<file path="config.mk">
export PLATFORM = sky130hd
export DESIGN_NAME = gf2m_mac
export DESIGN_NICKNAME = d
export VERILOG_FILES = /design/src/rtl/gf2m_pkg.sv /design/src/rtl/gf2m_field_reg.sv /design/src/rtl/gf2m_step.sv /design/src/rtl/gf2m_mac.sv
export SDC_FILE = /design/constraint.sdc
export NUM_CORES = 1
export LEC_CHECK = 0
export BUFFER_PORTS_ARGS = -buffer_cell sky130_fd_sc_hd__buf_2
export CORE_UTILIZATION = 60
export CTS_CLUSTER_DIAMETER = 50
export DETAILED_ROUTE_END_ITERATION = 10
export PLACE_DENSITY = 0.94
export SLEW_MARGIN = 20
export SYNTH_ARGS = -nofsm -noshare
export SYNTH_HDL_FRONTEND = slang
export SYNTH_SLANG_ARGS = --single-unit
</file>
<file path="constraint.sdc">
create_clock -name clk -period 4.1 [get_ports clk]
set_input_delay 1.025 -clock clk [delete_from_list [all_inputs] [get_ports clk]]
set_output_delay 1.025 -clock clk [all_outputs]
set_load 0.005 [all_outputs]
</file>
<file path="src/rtl/gf2m_pkg.sv">
package gf2m_pkg;

    typedef enum logic {
        PH_IDLE = 1'b0,
        PH_RUN  = 1'b1
    } phase_e;

endpackage

</file>
<file path="src/rtl/gf2m_field_reg.sv">
module gf2m_field_reg #(
    parameter int XLEN = 64,
    parameter int DW   = $clog2(XLEN + 1)
) (
    input  logic            clk,
    input  logic            rst_n,
    input  logic            wr_en,
    input  logic [XLEN-1:0] wr_data,
    output logic [DW-1:0]   deg_o,
    output logic [XLEN-1:0] red_o,
    output logic [XLEN-1:0] mask_o
);

    typedef struct packed {
        logic [DW-1:0]   deg;
        logic [XLEN-1:0] red;
        logic [XLEN-1:0] mask;
    } field_t;

    field_t fld_d, fld_q;

    always_comb begin
        logic [DW-1:0] top_bit;
        fld_d   = fld_q;
        top_bit = '0;
        for (int i = 0; i < XLEN; i++) begin
            if (wr_data[i]) top_bit = DW'(i);
        end
        if (wr_en) begin
            if (wr_data == XLEN'(0) || wr_data == XLEN'(2)) begin
                fld_d.deg = DW'(1);
                fld_d.red = '0;
            end else if (!wr_data[0]) begin
                fld_d.deg = DW'(XLEN);
                fld_d.red = wr_data | XLEN'(1);
            end else begin
                fld_d.deg = top_bit;
                fld_d.red = wr_data ^ (XLEN'(1) << top_bit);
            end
            for (int i = 0; i < XLEN; i++) begin
                fld_d.mask[i] = (DW'(i) < fld_d.deg);
            end
        end
    end

    always_ff @(posedge clk or negedge rst_n) begin
        if (!rst_n) begin
            fld_q.deg  <= DW'(1);
            fld_q.red  <= '0;
            fld_q.mask <= XLEN'(1);
        end else begin
            fld_q <= fld_d;
        end
    end

    assign deg_o  = fld_q.deg;
    assign red_o  = fld_q.red;
    assign mask_o = fld_q.mask;

endmodule

</file>
<file path="src/rtl/gf2m_step.sv">
module gf2m_step #(
    parameter int XLEN = 64,
    parameter int DW   = $clog2(XLEN + 1)
) (
    input  logic [XLEN-1:0] a_i,
    input  logic            b_bit_i,
    input  logic [XLEN-1:0] p_i,
    input  logic [DW-1:0]   deg_i,
    input  logic [XLEN-1:0] red_i,
    input  logic [XLEN-1:0] mask_i,
    output logic [XLEN-1:0] a_o,
    output logic [XLEN-1:0] p_o
);

    logic [XLEN:0] a_dbl;

    always_comb begin
        p_o   = b_bit_i ? (p_i ^ a_i) : p_i;
        a_dbl = {a_i, 1'b0};
        if (a_dbl[deg_i]) begin
            a_o = (a_dbl[XLEN-1:0] ^ red_i) & mask_i;
        end else begin
            a_o = a_dbl[XLEN-1:0] & mask_i;
        end
    end

endmodule

</file>
<file path="src/rtl/gf2m_mac.sv">
module gf2m_mac
    import gf2m_pkg::*;
#(
    parameter int XLEN = 64
) (
    input  logic            clk,
    input  logic            rst_n,
    input  logic            poly_we,
    input  logic [XLEN-1:0] poly_wdata,
    input  logic            start,
    input  logic            acc_en,
    input  logic [XLEN-1:0] op_a,
    input  logic [XLEN-1:0] op_b,
    input  logic [XLEN-1:0] op_c,
    output logic            busy,
    output logic            done,
    output logic [XLEN-1:0] result
);

    localparam int DW = $clog2(XLEN + 1);

    typedef struct packed {
        phase_e          ph;
        logic [DW-1:0]   cnt;
        logic [XLEN-1:0] a;
        logic [XLEN-1:0] b;
        logic [XLEN-1:0] p;
        logic [XLEN-1:0] c;
        logic            macc;
        logic            done;
        logic [XLEN-1:0] result;
    } state_t;

    state_t s_d, s_q;

    logic [DW-1:0]   poly_deg;
    logic [XLEN-1:0] poly_red;
    logic [XLEN-1:0] poly_mask;
    logic [XLEN-1:0] step_a;
    logic [XLEN-1:0] step_p;
    logic            wr_take;

    assign wr_take = poly_we && (s_q.ph == PH_IDLE);

    gf2m_field_reg #(.XLEN(XLEN), .DW(DW)) u_field (
        .clk     (clk),
        .rst_n   (rst_n),
        .wr_en   (wr_take),
        .wr_data (poly_wdata),
        .deg_o   (poly_deg),
        .red_o   (poly_red),
        .mask_o  (poly_mask)
    );

    gf2m_step #(.XLEN(XLEN), .DW(DW)) u_step (
        .a_i     (s_q.a),
        .b_bit_i (s_q.b[0]),
        .p_i     (s_q.p),
        .deg_i   (poly_deg),
        .red_i   (poly_red),
        .mask_i  (poly_mask),
        .a_o     (step_a),
        .p_o     (step_p)
    );

    always_comb begin
        s_d      = s_q;
        s_d.done = 1'b0;
        case (s_q.ph)
            PH_IDLE: begin
                if (start && !poly_we) begin
                    s_d.ph   = PH_RUN;
                    s_d.a    = op_a & poly_mask;
                    s_d.b    = op_b & poly_mask;
                    s_d.c    = op_c & poly_mask;
                    s_d.p    = '0;
                    s_d.macc = acc_en;
                    s_d.cnt  = (poly_deg == '0) ? DW'(1) : poly_deg;
                end
            end
            PH_RUN: begin
                s_d.a   = step_a;
                s_d.p   = step_p;
                s_d.b   = s_q.b >> 1;
                s_d.cnt = s_q.cnt - DW'(1);
                if (s_q.cnt == DW'(1)) begin
                    s_d.ph     = PH_IDLE;
                    s_d.done   = 1'b1;
                    s_d.result = s_q.macc ? (step_p ^ s_q.c) : step_p;
                end
            end
            default: s_d.ph = PH_IDLE;
        endcase
    end

    always_ff @(posedge clk or negedge rst_n) begin
        if (!rst_n) begin
            s_q.ph     <= PH_IDLE;
            s_q.cnt    <= '0;
            s_q.a      <= '0;
            s_q.b      <= '0;
            s_q.p      <= '0;
            s_q.c      <= '0;
            s_q.macc   <= 1'b0;
            s_q.done   <= 1'b0;
            s_q.result <= '0;
        end else begin
            s_q <= s_d;
        end
    end

    assign busy   = (s_q.ph == PH_RUN);
    assign done   = s_q.done;
    assign result = s_q.result;

endmodule

</file>
==> results.sh <==
export IMPL_hold_path_class="in2async"
export IMPL_start_kind="flop"
export IMPL_path_depth=9
export IMPL_synthTopCellsByArea="dfrtp_1 48%, nand2_1 11%, o21ai_0 6.0%"
export IMPL_synth_simple_gate_area_frac=0.183
export IMPL_synth_top_family_by_area="simple AND/OR/NAND/NOR gates"
export IMPL_dr_pass1_iters=6
export IMPL_clk_pin_slew_ns=0.07
export IMPL_cts_tree="done"
export IMPL_grt_pass1_wl_mm=124
export IMPL_rsz0062_at_grt="false"
export IMPL_synth_compound_area_frac=0.167
export IMPL_rows=72
export IMPL_yosys_warnings=0
export IMPL_fill_cells=2764
export IMPL_dp_slack_ns=0.307
export IMPL_slowest_delay_ns=0.98
export IMPL_die_area_mm2=0.0408
export IMPL_htree_levels=2
export IMPL_period_share=0.916
export IMPL_worstMarginPinSlew_ns=0.989
export IMPL_clock_latency_ns=0.58
export IMPL_drt_total_wl_mm=80.0
export IMPL_cts_inserted_buffers=46
export IMPL_grt_antenna_before_repair=5
export IMPL_fin_crit_ns=3.75
export IMPL_cts_hold_buffers=0
export IMPL_path_cells="mux4_1, o21ai_0, nor2_1, a21oi_1, nand4_4, buf_4, nand2_1, xnor2_1, a31o_2"
export IMPL_drt_iter0_markers=3234
export IMPL_crit_slowest_cell="dfstp_2"
export IMPL_vias_per_cell=6.57
export IMPL_synth_fp_nets=2960
export IMPL_slew_violations=0
export IMPL_pwr_density_cell_mw_per_mm2=561
export IMPL_cts_sinks=464
export IMPL_ys_flop_type="dfrtp_1"
export IMPL_cp_endpoint="s_q[259]"
export IMPL_ir_drop_uv=297
export IMPL_die_y_um=202
export IMPL_synth_xor_xnor_area_share=0.0716
export IMPL_dp_hpwl_mm=53.8
export IMPL_cts_resized=0
export IMPL_reg2reg_slack_ns=0.35
export IMPL_tns_ns=0
export IMPL_via_count=22600
export IMPL_grt_max_degree=238
export IMPL_worst_slack_ns=0.346
export IMPL_finalCoreUtilization=0.691
export IMPL_p_leak_nw=12.2
export IMPL_final_hold_viol_count=0
export IMPL_yosys_area_top_type="dfrtp_1"
export IMPL_crit_arrival_ns=4.21
export IMPL_synth_distinct_cells=73
export IMPL_r2r_start="u_field.deg_o[0]"
export IMPL_synthAdderAreaFrac=0.00104
export IMPL_synth_mux_area_frac=0.0372
export IMPL_crit_buf_inv=1
export IMPL_synth_top_area_frac=0.482
export IMPL_final_cells=3434
export IMPL_crit_start="u_field.deg_o[0]"
export IMPL_grtUsageTotal=0.391
export IMPL_gr_total_overflow=0
export IMPL_postCtsSetupRepairBufs=0
export IMPL_synth_cells=2697
export IMPL_drv_cap=0
export IMPL_core_area_mm2=0.0390
export IMPL_r2r_worst_path_cells=9
export IMPL_synth_async_reset_ratio=1.00
export IMPL_dp_cells=3351
export IMPL_syn_area_per_cell_um2=8.89
export IMPL_finClkSkew_ns=0.0169
export IMPL_dieWidth_um=202
export IMPL_cts_root_buf="clkbuf_16"
export IMPL_max_clock_freq_ghz=0.266
export IMPL_drtAntennaViolNets=0
export IMPL_ys_seq_area_frac=0.484
export IMPL_drc=0
export IMPL_ios=327
export IMPL_criticalPathCategory="reg2reg"
export IMPL_status="finished clean"
export IMPL_drive_above_1_share=0.165
export IMPL_gp_congestion=0.970
export IMPL_grt_pass1_vias=21800
export IMPL_syn2layout_area_growth_pct=12.4
export IMPL_start_util=0.615
export IMPL_syn_area_mm2=0.0240
export IMPL_port_buffers=326
export IMPL_synth_edf_count=0
export IMPL_path_max_fanout=33
export IMPL_ys_seq_elements=464
export IMPL_fin_nets=3144
export IMPL_final_setup_viol_count=0
export IMPL_wl_per_cell_um=23.3
export IMPL_relSlewSlack=0.341
export IMPL_cts_max_path_buffers=3
export IMPL_reg2reg_to="s_q[259]"
export IMPL_crit_required_ns=4.56
export IMPL_path_delay_family="compound AO/OA/AOI/OAI gates"
export IMPL_end_kind="flop"
==> logic make-up after synthesis <==
| family | after synthesis |
|---|---|
| and+or+nand+nor | 1013 |
| buffers and inverters | 268 |
| adders and majority gates | 2 |
| AOI/OAI and AO/OA | 683 |
| DFF | 464 |
| xor gates and xnor gates | 196 |
| muxes | 71 |
==> power breakdown <==
group          internal [mW]  total (mW)  switching (mW)  leakage (nW)
Sequential              5.71        7.31            1.59          5.97
Clock                   2.26        4.05            1.79         0.709
Combinational           1.60        3.77            2.17          5.48
==> cells in the final DEF (no fill, tap or decap), types with 25 or more instances in the layout <==
master / instances
a31o_1: 59
buf_4: 40
buf_2: 325
and3_1: 68
nand2_1: 682
nand3_1: 96
a21oi_1: 207
clkbuf_16: 47
nor2_1: 69
mux2i_1: 57
xor2_1: 67
nor4_1: 25
xnor2_1: 129
o211ai_1: 32
dfrtp_1: 459
o21ai_0: 286
inv_1: 28
==> Yosys cell counts (12+ instances only) <==
library cell,number
nor3_1,16
and3_1,68
a21oi_1,207
dfrtp_1,462
nand3_1,96
buf_1,13
nand2_1,684
a31oi_1,19
a221oi_1,20
xor2_1,67
o21ai_0,286
buf_4,64
xnor2_1,129
inv_1,28
o211ai_1,32
mux2i_1,57
nor4_1,25
clkbuf_1,142
a31o_1,59
nor2_1,69
a21o_1,12
==> worst min path at each step <==
stage	startpoint	to	slack, ns
3_5_place_dp	result[20]	result[20]	0.47
2_1_floorplan	s_q[128]	s_q[128]	0.45
5_1_grt	rst_n	s_q[232]	0.44
3_3_place_gp	result[30]	result[30]	0.46
4_1_cts	rst_n	s_q[232]	0.43
6_report	rst_n	s_q[232]	0.39
==> metrics by stage <==
stage / area [µm²] / hold slack (ns) / total power [mW]
after floorplan: 24000 / 0.450 / 9.37
after global placement: 25500 / 0.460 / 10.5
after detailed placement: 25500 / 0.466 / 10.8
after CTS: 27000 / 0.426 / 14.9
after global routing: 27000 / 0.439 / 15.7
final: 27000 / 0.387 / 15.1
==> final cells by class <==
type / instances / area (µm²) / area share
Timing Repair Buffer: 373 / 2080 / 0.0772
Antenna cell: 3 / 7.51 / 0.000278
Inverter: 31 / 116 / 0.00431
Clock inverter: 13 / 72.6 / 0.00269
Sequential cell: 464 / 11600 / 0.431
Clock buffer: 67 / 1340 / 0.0497
Multi-Input combinational cell: 1965 / 11100 / 0.411
Tap cell: 518 / 648 / 0.0240
==> registers in the layout, summed over array words and instances, names as in the netlist <==
name,count
u_field.mask_o,64
u_field.red_o,64
busy,1
u_field.deg_o,6
done,1
result,64
s_q,264
==> metal layers <==
metal / GRT usage / wire, µm
met5: 0 / 23
met4: 0.187 / 4330
met3: 0.125 / 10900
met2: 0.572 / 34700
met1: 0.529 / 30000
(Power assumes the default switching activity.)
